===== src/rtl/sir_pkg.sv =====
package sir_pkg;
  localparam int SIR_OVS       = 16;  // oversampling ticks per bit
  localparam int SIR_PULSE_LEN = 3;   // normal pulse, in ticks
  localparam int SIR_LP_LEN    = 3;   // low-power pulse, in low-power ticks
  localparam int SIR_DIV_W     = 8;

  typedef enum logic {
    PW_NORMAL = 1'b0,
    PW_LOWPWR = 1'b1
  } pw_mode_e;
endpackage


===== src/rtl/sir_lp_div.sv =====
module sir_lp_div #(
  parameter int DIV_W = 8
) (
  input  logic             clk_i,
  input  logic             rst_ni,
  input  logic             ref_tick_i,
  input  logic [DIV_W-1:0] div_i,
  output logic             tick_o
);
  logic [DIV_W-1:0] cnt_q;
  logic             div_ok;
  logic             wrap;

  assign div_ok = |div_i;
  assign wrap   = cnt_q >= (div_i - DIV_W'(1));
  assign tick_o = div_ok & ref_tick_i & wrap;

  always_ff @(posedge clk_i or negedge rst_ni) begin
    if (!rst_ni)         cnt_q <= '0;
    else if (!div_ok)    cnt_q <= '0;
    else if (ref_tick_i) cnt_q <= wrap ? '0 : cnt_q + DIV_W'(1);
  end
endmodule


===== src/rtl/sir_enc.sv =====
module sir_enc import sir_pkg::*; #(
  parameter int OVS       = SIR_OVS,
  parameter int PULSE_LEN = SIR_PULSE_LEN,
  parameter int LP_LEN    = SIR_LP_LEN
) (
  input  logic clk_i,
  input  logic rst_ni,
  input  logic tick16_i,
  input  logic lp_tick_i,
  input  logic active_i,
  input  logic lp_mode_i,
  input  logic lp_ok_i,
  input  logic txd_i,
  output logic pulse_o
);
  localparam int PH_W     = $clog2(OVS);
  localparam int PULSE_PH = OVS / 2 - PULSE_LEN / 2;
  localparam int LP_W     = $clog2(LP_LEN + 1);

  pw_mode_e        mode;
  logic            txd_q;
  logic [PH_W-1:0] ph_q, ph_nx;
  logic            fall, in_win, trig, lp_go;
  logic            norm_q, lp_arm_q, lp_on_q;
  logic [LP_W-1:0] lp_cnt_q;

  assign mode   = lp_mode_i ? PW_LOWPWR : PW_NORMAL;
  assign fall   = txd_q & ~txd_i;
  assign ph_nx  = fall ? '0 : ph_q + PH_W'(1);
  assign in_win = (int'(ph_nx) >= PULSE_PH) && (int'(ph_nx) < PULSE_PH + PULSE_LEN);
  assign trig   = tick16_i & active_i & ~txd_i & (int'(ph_nx) == PULSE_PH);
  assign lp_go  = active_i & (mode == PW_LOWPWR) & lp_ok_i;

  // bit phase, realigned on every falling edge of the TX bit
  always_ff @(posedge clk_i or negedge rst_ni) begin
    if (!rst_ni) begin
      txd_q  <= 1'b1;
      ph_q   <= '0;
      norm_q <= 1'b0;
    end else if (tick16_i) begin
      txd_q  <= txd_i;
      ph_q   <= ph_nx;
      norm_q <= active_i & (mode == PW_NORMAL) & ~txd_i & in_win;
    end
  end

  // low-power pulse: armed at mid-bit, opens at next low-power tick
  always_ff @(posedge clk_i or negedge rst_ni) begin
    if (!rst_ni) begin
      lp_arm_q <= 1'b0;
      lp_on_q  <= 1'b0;
      lp_cnt_q <= '0;
    end else if (!lp_go) begin
      lp_arm_q <= 1'b0;
      lp_on_q  <= 1'b0;
      lp_cnt_q <= '0;
    end else begin
      if (lp_tick_i && lp_arm_q && !lp_on_q) begin
        lp_on_q  <= 1'b1;
        lp_arm_q <= 1'b0;
        lp_cnt_q <= '0;
      end else if (lp_tick_i && lp_on_q) begin
        if (lp_cnt_q == LP_W'(LP_LEN - 1)) lp_on_q <= 1'b0;
        lp_cnt_q <= lp_cnt_q + LP_W'(1);
      end
      if (trig) lp_arm_q <= 1'b1;
    end
  end

  assign pulse_o = active_i & ((mode == PW_LOWPWR) ? (lp_ok_i & lp_on_q) : norm_q);
endmodule


===== src/rtl/sir_dec.sv =====
module sir_dec import sir_pkg::*; #(
  parameter int OVS        = SIR_OVS,
  parameter int HOLD_TICKS = SIR_OVS + 1
) (
  input  logic clk_i,
  input  logic rst_ni,
  input  logic tick16_i,
  input  logic active_i,
  input  logic rxn_i,
  output logic rx_o,
  output logic fall_o
);
  localparam int HW = $clog2(HOLD_TICKS + 1);

  logic [2:0]    sync_q;
  logic [HW-1:0] hold_q;

  assign fall_o = sync_q[2] & ~sync_q[1];
  assign rx_o   = (hold_q == '0);

  always_ff @(posedge clk_i or negedge rst_ni) begin
    if (!rst_ni) sync_q <= '1;
    else         sync_q <= {sync_q[1:0], rxn_i};
  end

  // hold slightly over one bit so back-to-back pulses merge
  always_ff @(posedge clk_i or negedge rst_ni) begin
    if (!rst_ni)                       hold_q <= '0;
    else if (!active_i)                hold_q <= '0;
    else if (fall_o)                   hold_q <= HW'(HOLD_TICKS);
    else if (tick16_i && hold_q != '0) hold_q <= hold_q - HW'(1);
  end

  initial if (HOLD_TICKS <= OVS) $error("hold must exceed one bit");
endmodule


===== src/rtl/sir_codec.sv =====
module sir_codec import sir_pkg::*; #(
  parameter int DIV_W = SIR_DIV_W,
  parameter int OVS   = SIR_OVS
) (
  input  logic             clk_i,
  input  logic             rst_ni,
  input  logic             baud16_tick_i,
  input  logic             lp_ref_tick_i,
  input  logic [DIV_W-1:0] lp_div_i,
  input  logic             uart_en_i,
  input  logic             sir_en_i,
  input  logic             lp_mode_i,
  input  logic             loop_en_i,
  input  logic             sir_test_i,
  input  logic             uart_txd_i,
  input  logic             line_rxd_i,
  input  logic             sir_rxn_i,
  output logic             sir_tx_o,
  output logic             line_txd_o,
  output logic             rx_bit_o
);
  logic active, loop, dec_in, dec_rx, lp_tick, dec_fall;

  assign active = uart_en_i & sir_en_i;
  assign loop   = active & loop_en_i & sir_test_i;
  assign dec_in = !active ? 1'b1 : (loop ? ~sir_tx_o : sir_rxn_i);

  sir_lp_div #(.DIV_W(DIV_W)) u_div (
    .clk_i, .rst_ni,
    .ref_tick_i (lp_ref_tick_i),
    .div_i      (lp_div_i),
    .tick_o     (lp_tick)
  );

  sir_enc #(.OVS(OVS)) u_enc (
    .clk_i, .rst_ni,
    .tick16_i  (baud16_tick_i),
    .lp_tick_i (lp_tick),
    .active_i  (active),
    .lp_mode_i (lp_mode_i),
    .lp_ok_i   (|lp_div_i),
    .txd_i     (uart_txd_i),
    .pulse_o   (sir_tx_o)
  );

  sir_dec #(.OVS(OVS), .HOLD_TICKS(OVS + 1)) u_dec (
    .clk_i, .rst_ni,
    .tick16_i (baud16_tick_i),
    .active_i (active),
    .rxn_i    (dec_in),
    .rx_o     (dec_rx),
    .fall_o   (dec_fall)
  );

  assign line_txd_o = active ? 1'b1 : uart_txd_i;
  assign rx_bit_o   = active ? dec_rx : line_rxd_i;
endmodule


===== config.mk =====
export PLATFORM = sky130hd
export DESIGN_NAME = sir_codec
export DESIGN_NICKNAME = d
export VERILOG_FILES = /design/src/rtl/sir_pkg.sv /design/src/rtl/sir_lp_div.sv /design/src/rtl/sir_enc.sv /design/src/rtl/sir_dec.sv /design/src/rtl/sir_codec.sv
export SDC_FILE = /design/constraint.sdc
export NUM_CORES = 1
export LEC_CHECK = 0
export ABC_CLOCK_PERIOD_IN_PS = 2200
export CELL_PAD_IN_SITES_DETAIL_PLACEMENT = 1
export CELL_PAD_IN_SITES_GLOBAL_PLACEMENT = 2
export CORE_UTILIZATION = 32
export CTS_BUF_LIST = sky130_fd_sc_hd__clkbuf_2 sky130_fd_sc_hd__clkbuf_4 sky130_fd_sc_hd__clkbuf_8
export DETAILED_ROUTE_END_ITERATION = 8
export PLACE_DENSITY = 0.78
export SYNTH_ARGS = -nofsm -noshare
export SYNTH_HDL_FRONTEND = slang
export SYNTH_SLANG_ARGS = --single-unit

===== constraint.sdc =====
create_clock -name clk_i -period 2.2 [get_ports clk_i]
set_input_delay 0.22 -clock clk_i [delete_from_list [all_inputs] [get_ports clk_i]]
set_output_delay 0.22 -clock clk_i [all_outputs]
set_load 0.02 [all_outputs]

## Yosys cells after proc, flatten, opt, wreduce, memory -nomap -nowiden

Cells that the tools add are included.

| cells by class | value |
|---|---|
| magnitude comparators | 3 |
| bitwise gates (word level) | 21 |
| $add $sub $neg | 5 |
| equality and inequality tests | 7 |
| muxes and demuxes | 23 |
| reductions and logical operators | 10 |

Operators by type and width:

| cell | number |
|---|---|
| 2-to-1 mux 8 bit | 3 |
| bitwise AND 1 bit | 17 |
| 2-to-1 mux 5 bit | 3 |
| 2-to-1 mux 1 bit | 13 |
| adder 8 x 1 -> 8 bit (second input constant) | 1 |
| greater-or-equal comparator 8 bit | 1 |
| OR reduction 8 bit | 1 |
| subtractor 8 x 1 -> 8 bit (second input constant) | 1 |
| 2-to-1 mux 2 bit | 3 |
| != test 3 bit (second input constant) | 2 |
| logical AND 1 bit | 5 |
| zero test 5 bit | 1 |
| nonzero test 5 bit | 1 |
| subtractor 5 x 1 -> 5 bit (second input constant) | 1 |
| adder 4 x 1 -> 4 bit (second input constant) | 1 |
| == test 4 bit (second input constant) | 1 |
| greater-or-equal comparator 4 x 3 -> 1 bit (second input constant) | 1 |
| < comparator 4 bit (second input constant) | 1 |
| 2-to-1 mux 4 bit | 1 |
| NOT 1 bit | 4 |
| != test 3 x 1 -> 1 bit (second input constant) | 1 |
| != test 3 x 2 -> 1 bit (second input constant) | 1 |
| adder 2 x 1 -> 2 bit (second input constant) | 1 |
| == test 2 bit (second input constant) | 1 |
| other kinds (3) | 3 |

| storage, ports and cells | value |
|---|---|
| register bits after elaboration | 26 |
| output and inout bits | 3 |
| word-level logic and storage cells | 78 |
| bits of input ports | 20 |

## Longest topological paths before layout

Gate-level depths: netlist of the first run.

| logic depth | value |
|---|---|
| depth after elaboration | 8 |
| depth in mapped cells | 12 |
| mapped depth without buffers | 11 |

## Modules after synthesis

A second synthesis of the first run with hierarchy kept.

| second synthesis, totals | value |
|---|---|
| cells, all modules | 192 |
| area total of the unflattened synthesis | 1,805.5 um^2 |

Modules (own cells, without submodules):

| module | area an instance (um^2) | times used | cells each | sequential area each (um^2) |
|---|---|---|---|---|
| sir_lp_div | 803.3 | 1 | 92 | 200.2 |
| sir_enc | 571.8 | 1 | 57 | 251.5 |
| sir_dec | 367.9 | 1 | 34 | 203.9 |
| sir_codec | 62.6 | 1 | 9 | 0.0 |

## Worst setup path before layout of the first run

No wires, ideal clock.

| timing | value |
|---|---|
| path type | input to register |
| start point | in lp_div_i[0] |
| end point | reg u_div.cnt_q[2] |
| stages on the path | 12 |
| setup time | 0.082 ns |
| path buffers | 1 |
| path slack | -0.333 ns |
| data arrival time | 2.451 ns |
| required time | 2.118 ns |
| cell sequence | inv_1 > ha_1 > inv_1 > or3_2 > xor2_1 > ha_1 > a211oi_1 > nor2_1 > a311oi_2 > buf_2 > nand2_1 > o22ai_1 |

| between the ends | value |
|---|---|
| longest elaborated chain between the ends | 5 |
| elaborated cells between the ends (all ways) | 7 |
| those cells by class | 1 x add/sub; 1 x order compare; 1 x eq/ne; 3 x mux; 1 x reduce/logical |

RTL lines:

| item | RTL line | source |
|---|---|---|
| start: declaration | sir_codec.sv:9 | `input logic [DIV_W-1:0] lp_div_i,` |
| subtractor 8 x 1 -> 8 bit | sir_lp_div.sv:15 | `assign wrap = cnt_q >= (div_i - DIV_W'(1));` |
| greater-or-equal comparator 8 bit | sir_lp_div.sv:15 |  |
| 2-to-1 mux 8 bit (2 in a row) | sir_lp_div.sv:21 | `else if (ref_tick_i) cnt_q <= wrap ? '0 : cnt_q + DIV_W'(1);` |
| 2-to-1 mux 8 bit | sir_lp_div.sv:20 | `else if (!div_ok) cnt_q <= '0;` |
| end signal: assignment | sir_lp_div.sv:21 |  |
| end: declaration | sir_lp_div.sv:10 | `logic [DIV_W-1:0] cnt_q;` |

Parallel ways exist; a longest one is shown, timed or not. The select of a mux whose other input is x is not followed.
A chain may end at the register's enable or synchronous reset.

## Worst setup path in the final report of the first run

| timing | value |
|---|---|
| start point | in lp_div_i[4] |
| end point | reg u_enc.lp_cnt_q[1] |

| between the ends | value |
|---|---|
| longest elaborated chain between the ends | 7 |
| elaborated cells between the ends (all ways) | 12 |
| those cells by class | 1 x add/sub; 1 x order compare; 1 x eq/ne; 2 x mux; 3 x bitwise; 4 x reduce/logical |

RTL lines:

| item | RTL line | source |
|---|---|---|
| subtractor 8 x 1 -> 8 bit / OR reduction 8 bit (equally long branches) | sir_lp_div.sv:15, sir_lp_div.sv:14, sir_codec.sv:41 |  |
| greater-or-equal comparator 8 bit / bitwise AND 1 bit (equally long branches) | sir_lp_div.sv:15, sir_lp_div.sv:16 |  |
| bitwise AND 1 bit | sir_lp_div.sv:16 | `assign tick_o = div_ok & ref_tick_i & wrap;` |
| logical AND 1 bit (2 in a row) | sir_enc.sv:58 | `if (lp_tick_i && lp_arm_q && !lp_on_q) begin` |
| 2-to-1 mux 2 bit | sir_enc.sv:58 |  |
| 2-to-1 mux 2 bit | sir_enc.sv:53 | `end else if (!lp_go) begin` |
| end signal: assignment | sir_enc.sv:64 | `lp_cnt_q <= lp_cnt_q + LP_W'(1);` |
| end: declaration | sir_enc.sv:25 | `logic [LP_W-1:0] lp_cnt_q;` |

Parallel ways exist; a longest one is shown, timed or not.

==> run_results.csv, run 1 <==
group,metric,value,unit
placed_design,gp_congestion,0.784,
die,area_enclosed_by_the_die_boundary,5800,um^2
detailed_routing,wl_per_cell,15.6,um
worst_setup_path,worstReg2RegStart,"u_div.cnt_q[0]$_DFFE_PN0P_",
final_layout,post-route-util,48.1,%
detailed_routing,dr.pass1.iters,4,
die,placeableCoreArea,5200,um^2
clock_network,h-tree-depth,1,
sta,post-route-worst-setup-slack,-0.198,ns
sta,fin_crit,2.40,ns
clock_network,cts_made_buffers,3,
pwr,power.static_leakage,1.07,nW
final_layout,flip_flop_and_latch_area,656,um^2
sta,report.final.setup_viol,9,
worst_setup_path,worst_path_max_delay_cell,"sky130_fd_sc_hd__or4_4",
synthesis,syn-num-nets,224,
sta,report.final.slew_viol_count,0,
detailed_routing,drc_errors,0,
worst_setup_path,startpoint_type,"primary input",
global_routing,antenna_found_initial,0,
worst_setup_path,crit_path_end_kind,"flop",
synthesis,synth.area.mux_share,2.99,%
synthesis,synth_seq_cells,26,
pwr,vdd_drop_max,0.355,mV
placed_design,detailedPlace.worstSlack,-0.771,ns
worst_setup_path,worst_path_largest_cell_delay,0.55,ns
final_layout,final_area,2510,um^2
global_routing,vias_in_the_first_global_route,1737,
placed_design,dpl_hpwl,3470,um
synthesis,synth-edff-count,0,
synthesis,synth-async-reset-ratio,100,%
synthesis,synthesized_cell_area,1760,um^2
worst_setup_path,critPathArrivalTime,2.58,ns
pwr,pwr_density_cell,650,nW/um^2
die,die_y,76.1,um
worst_setup_path,critical_path_depth,11,
worst_setup_path,crit_top_cell,"sky130_fd_sc_hd__buf_6",
placed_design,post_dp_area,2200,um^2
clock_network,cts_tree,"built",
worst_setup_path,setup.worst_path.class,"primary input to flop",
clock_network,cts_buffer_depth,2,
sta,worst_slew_pin_slew,0.637,ns
worst_setup_path,setup_slack_of_the_worst_register_to_register_path,-0.02,ns
synthesis,ys_seq_area_share,37.3,%
synthesis,ys.flop_type,"sky130_fd_sc_hd__dfrtp_1",
final_layout,fill_count,594,
worst_setup_path,worstSetupStartpoint,"lp_div_i[4]",
final_layout,most-common-layout-cells,"sky130_fd_sc_hd__dfrtp_1, sky130_fd_sc_hd__buf_4, sky130_fd_sc_hd__clkdlybuf4s50_1",
global_routing,grt.overflow.total,0,
final_layout,n_antenna_cell,0,
detailed_routing,drt_iter0_drc,39,
worst_setup_path,crit_family,"simple AND/OR/NAND/NOR gates",
detailed_routing,ant_nets,0,
die,ioPinCount,23,
worst_setup_path,path_max_fanout,5,
die,placementRows,26,
global_routing,grt_first_pass_wirelength,8470,um
detailed_routing,num_vias,1587,
final_layout,multiInputGateArea,1150,um^2
global_routing,grt_total_usage,17.9,%
synthesis,post_synth_num_cell_types,46,
synthesis,synth.yosys.warnings,0,
synthesis,post_synth_fa_ha_maj_area_fraction,9.96,%
clock_network,clock_insertion_delay_worst_skew,0.28,ns
detailed_routing,detail_route.wirelength,4780,um
final_layout,area_delta_synth_final,42.5,%
global_routing,grt_start_max_net_pins,27,
synthesis,synthXorXnorAreaFrac,5.48,%
sta,timing.slew.headroom,57.5,%
sta,finalClockSkew,0.00539,ns
sta,achievable_frequency,417,MHz
sta,rsz0062_at_grt,"yes",
run,max_cap_violations,0,
detailed_routing,avgViaCountPerCell,5.19,
synthesis,post_synth_and_or_nand_nor_area_fraction,23.6,%
sta,final.period_utilization,109,%
pwr,total_power,1.63,mW
worst_setup_path,data_required_critical_path,2.38,ns
clock_network,cts_sinks,26,
final_layout,layout_commonest_cell,"sky130_fd_sc_hd__dfrtp_1",
synthesis,synth_compound_gate_area_share,14.9,%
synthesis,synthCells,190,
synthesis,synth_area_per_cell,9.26,um^2
worst_setup_path,worstPathBufferInverterCount,3,
die,initial_utilization,33.8,%
run_status,status,"complete, but fails checks",
clock_network,clockRootBuffer,"sky130_fd_sc_hd__clkbuf_8",
worst_hold_path,hp-class,"primary input to async pin",
die,fp.dieW,76.1,um
synthesis,combinational_family_with_the_most_area_after_synthesis,"simple AND/OR/NAND/NOR gates",
final_layout,final_net_count,271,
worst_setup_path,timing.critical_path.cells,"buf_6, or4_4, nor4_4, xnor2_1, ha_1, and4_4, a311oi_4, buf_6, buf_12, or2b_4, o31ai_2",
worst_setup_path,ff_to_ff_path_depth,9,
final_layout,share_of_cells_above_drive_strength_1,29.7,%
run_status,failed_checks,"negative setup slack",
placed_design,numPortBuffers,22,
clock_network,clk_transition_reported_paths,0.10,ns
sta,final_hold_viol_count,0,
worst_setup_path,crit-reg2reg-capture,"u_div.cnt_q[7]$_DFFE_PN0P_",
cell families (layout without fill, tap and decap cells):
group	after synthesis	after routing
buffers and inverters	21	67
flip-flops	26	26
AND/OR/NAND/NOR	75	75
adder cells (fa/ha/maj)	14	14
XOR/XNOR	11	11
multiplexers	5	5
AO/OA/AOI/OAI	38	38
cell usage after synthesis (all sizes together) (2+ instances only):
master  count  share of area, %
dfrtp      22                31
nand2      14               3.0
and4        2               1.1
ha         14                10
and3        2              0.71
a211oi      2              0.85
o22ai       4               1.4
nor3b       4               1.7
nor3        6               1.7
nand3      13               3.7
a31oi       6               2.1
o31ai       2              0.85
nand2b      7               2.5
a21oi       6               1.7
nor2b       3               1.1
or4         2               1.3
xnor2       6               3.0
clkbuf      2              0.43
xor2        5               2.5
inv        15               3.2
buf         4               2.2
and3b       2               1.0
o21ai       8               2.3
mux2        2               1.3
mux2i       3               1.7
dfstp       4               6.0
nor2       13               2.8
power breakdown:
part	internal, mW	switching [mW]
sequential	0.550	0.0918
clock	0.244	0.163
combinational	0.304	0.276
total	1.10	0.531
metal layers:
layer	vias up	track usage (%)	wire (um)
met1	781	21.6	2120
met3	4	1.08	55
met2	18	34.1	2560
met5	-	0	0
met4	0	5.19	51
li1	784	-	-
timing repair:
action	CTS	global route
gates cloned	3	0
endpoints found under the setup margin	14	13
resized for setup	42	18
buffers inserted	3	2
pin swaps	18	15
hold buffers	0	0
endpoints found under the hold margin	0	0
area by class of cell:
cell class	count	area share (%)
Timing Repair Buffer	48	19.5
Clock buffer	3	1.65
Clock inverter	1	1.20
Inverter	15	2.25
Tap cell	70	3.49
Sequential cell	26	26.2
Multi-Input combinational cell	143	45.8
per-stage QoR:
stage | hold WS [ns] | TNS [ns] | instances
after global routing | 0.335 | -1.85 | 306
after CTS | 0.314 | -1.55 | 304
after floorplan | -0.0756 | -0.763 | 190
after detailed placement | 0.356 | -9.08 | 294
after global placement | 0.351 | -7.63 | 294
final | 0.304 | -0.726 | 306
worst max path at each step:
stage / endpoint / slack (ns)
2_1_floorplan: u_div.cnt_q[2]$_DFFE_PN0P_ / -0.11
3_3_place_gp: u_enc.lp_cnt_q[0]$_DFFE_PN0P_ / -0.64
3_5_place_dp: u_enc.lp_cnt_q[1]$_DFFE_PN0P_ / -0.77
4_1_cts: u_enc.lp_cnt_q[1]$_DFFE_PN0P_ / -0.19
5_1_grt: u_enc.lp_cnt_q[0]$_DFFE_PN0P_ / -0.27
6_report: u_enc.lp_cnt_q[1]$_DFFE_PN0P_ / -0.20
state kept, by name (all words and copies together), names as in the netlist:
| signal | count |
|---|---|
| u_dec.sync_q | 3 |
| u_enc.lp_arm_q | 1 |
| u_enc.lp_on_q | 1 |
| u_enc.txd_q | 1 |
| u_div.cnt_q | 8 |
| u_enc.lp_cnt_q | 2 |
| u_enc.norm_q | 1 |
| u_dec.hold_q | 5 |
| u_enc.ph_q | 4 |
Power figures use the tool's default switching activity.
==> inputs of run 2 (changes only) <==
--- a/config.mk
+++ b/config.mk
@@ -12,6 +12,7 @@
 export CTS_BUF_LIST = sky130_fd_sc_hd__clkbuf_2 sky130_fd_sc_hd__clkbuf_4 sky130_fd_sc_hd__clkbuf_8
 export DETAILED_ROUTE_END_ITERATION = 8
 export PLACE_DENSITY = 0.78
+export SLEW_MARGIN = 0
 export SYNTH_ARGS = -nofsm -noshare
 export SYNTH_HDL_FRONTEND = slang
 export SYNTH_SLANG_ARGS = --single-unit
==> results of run 2 <==
The final DEF is identical to that of run 1; final timing and power are the same.
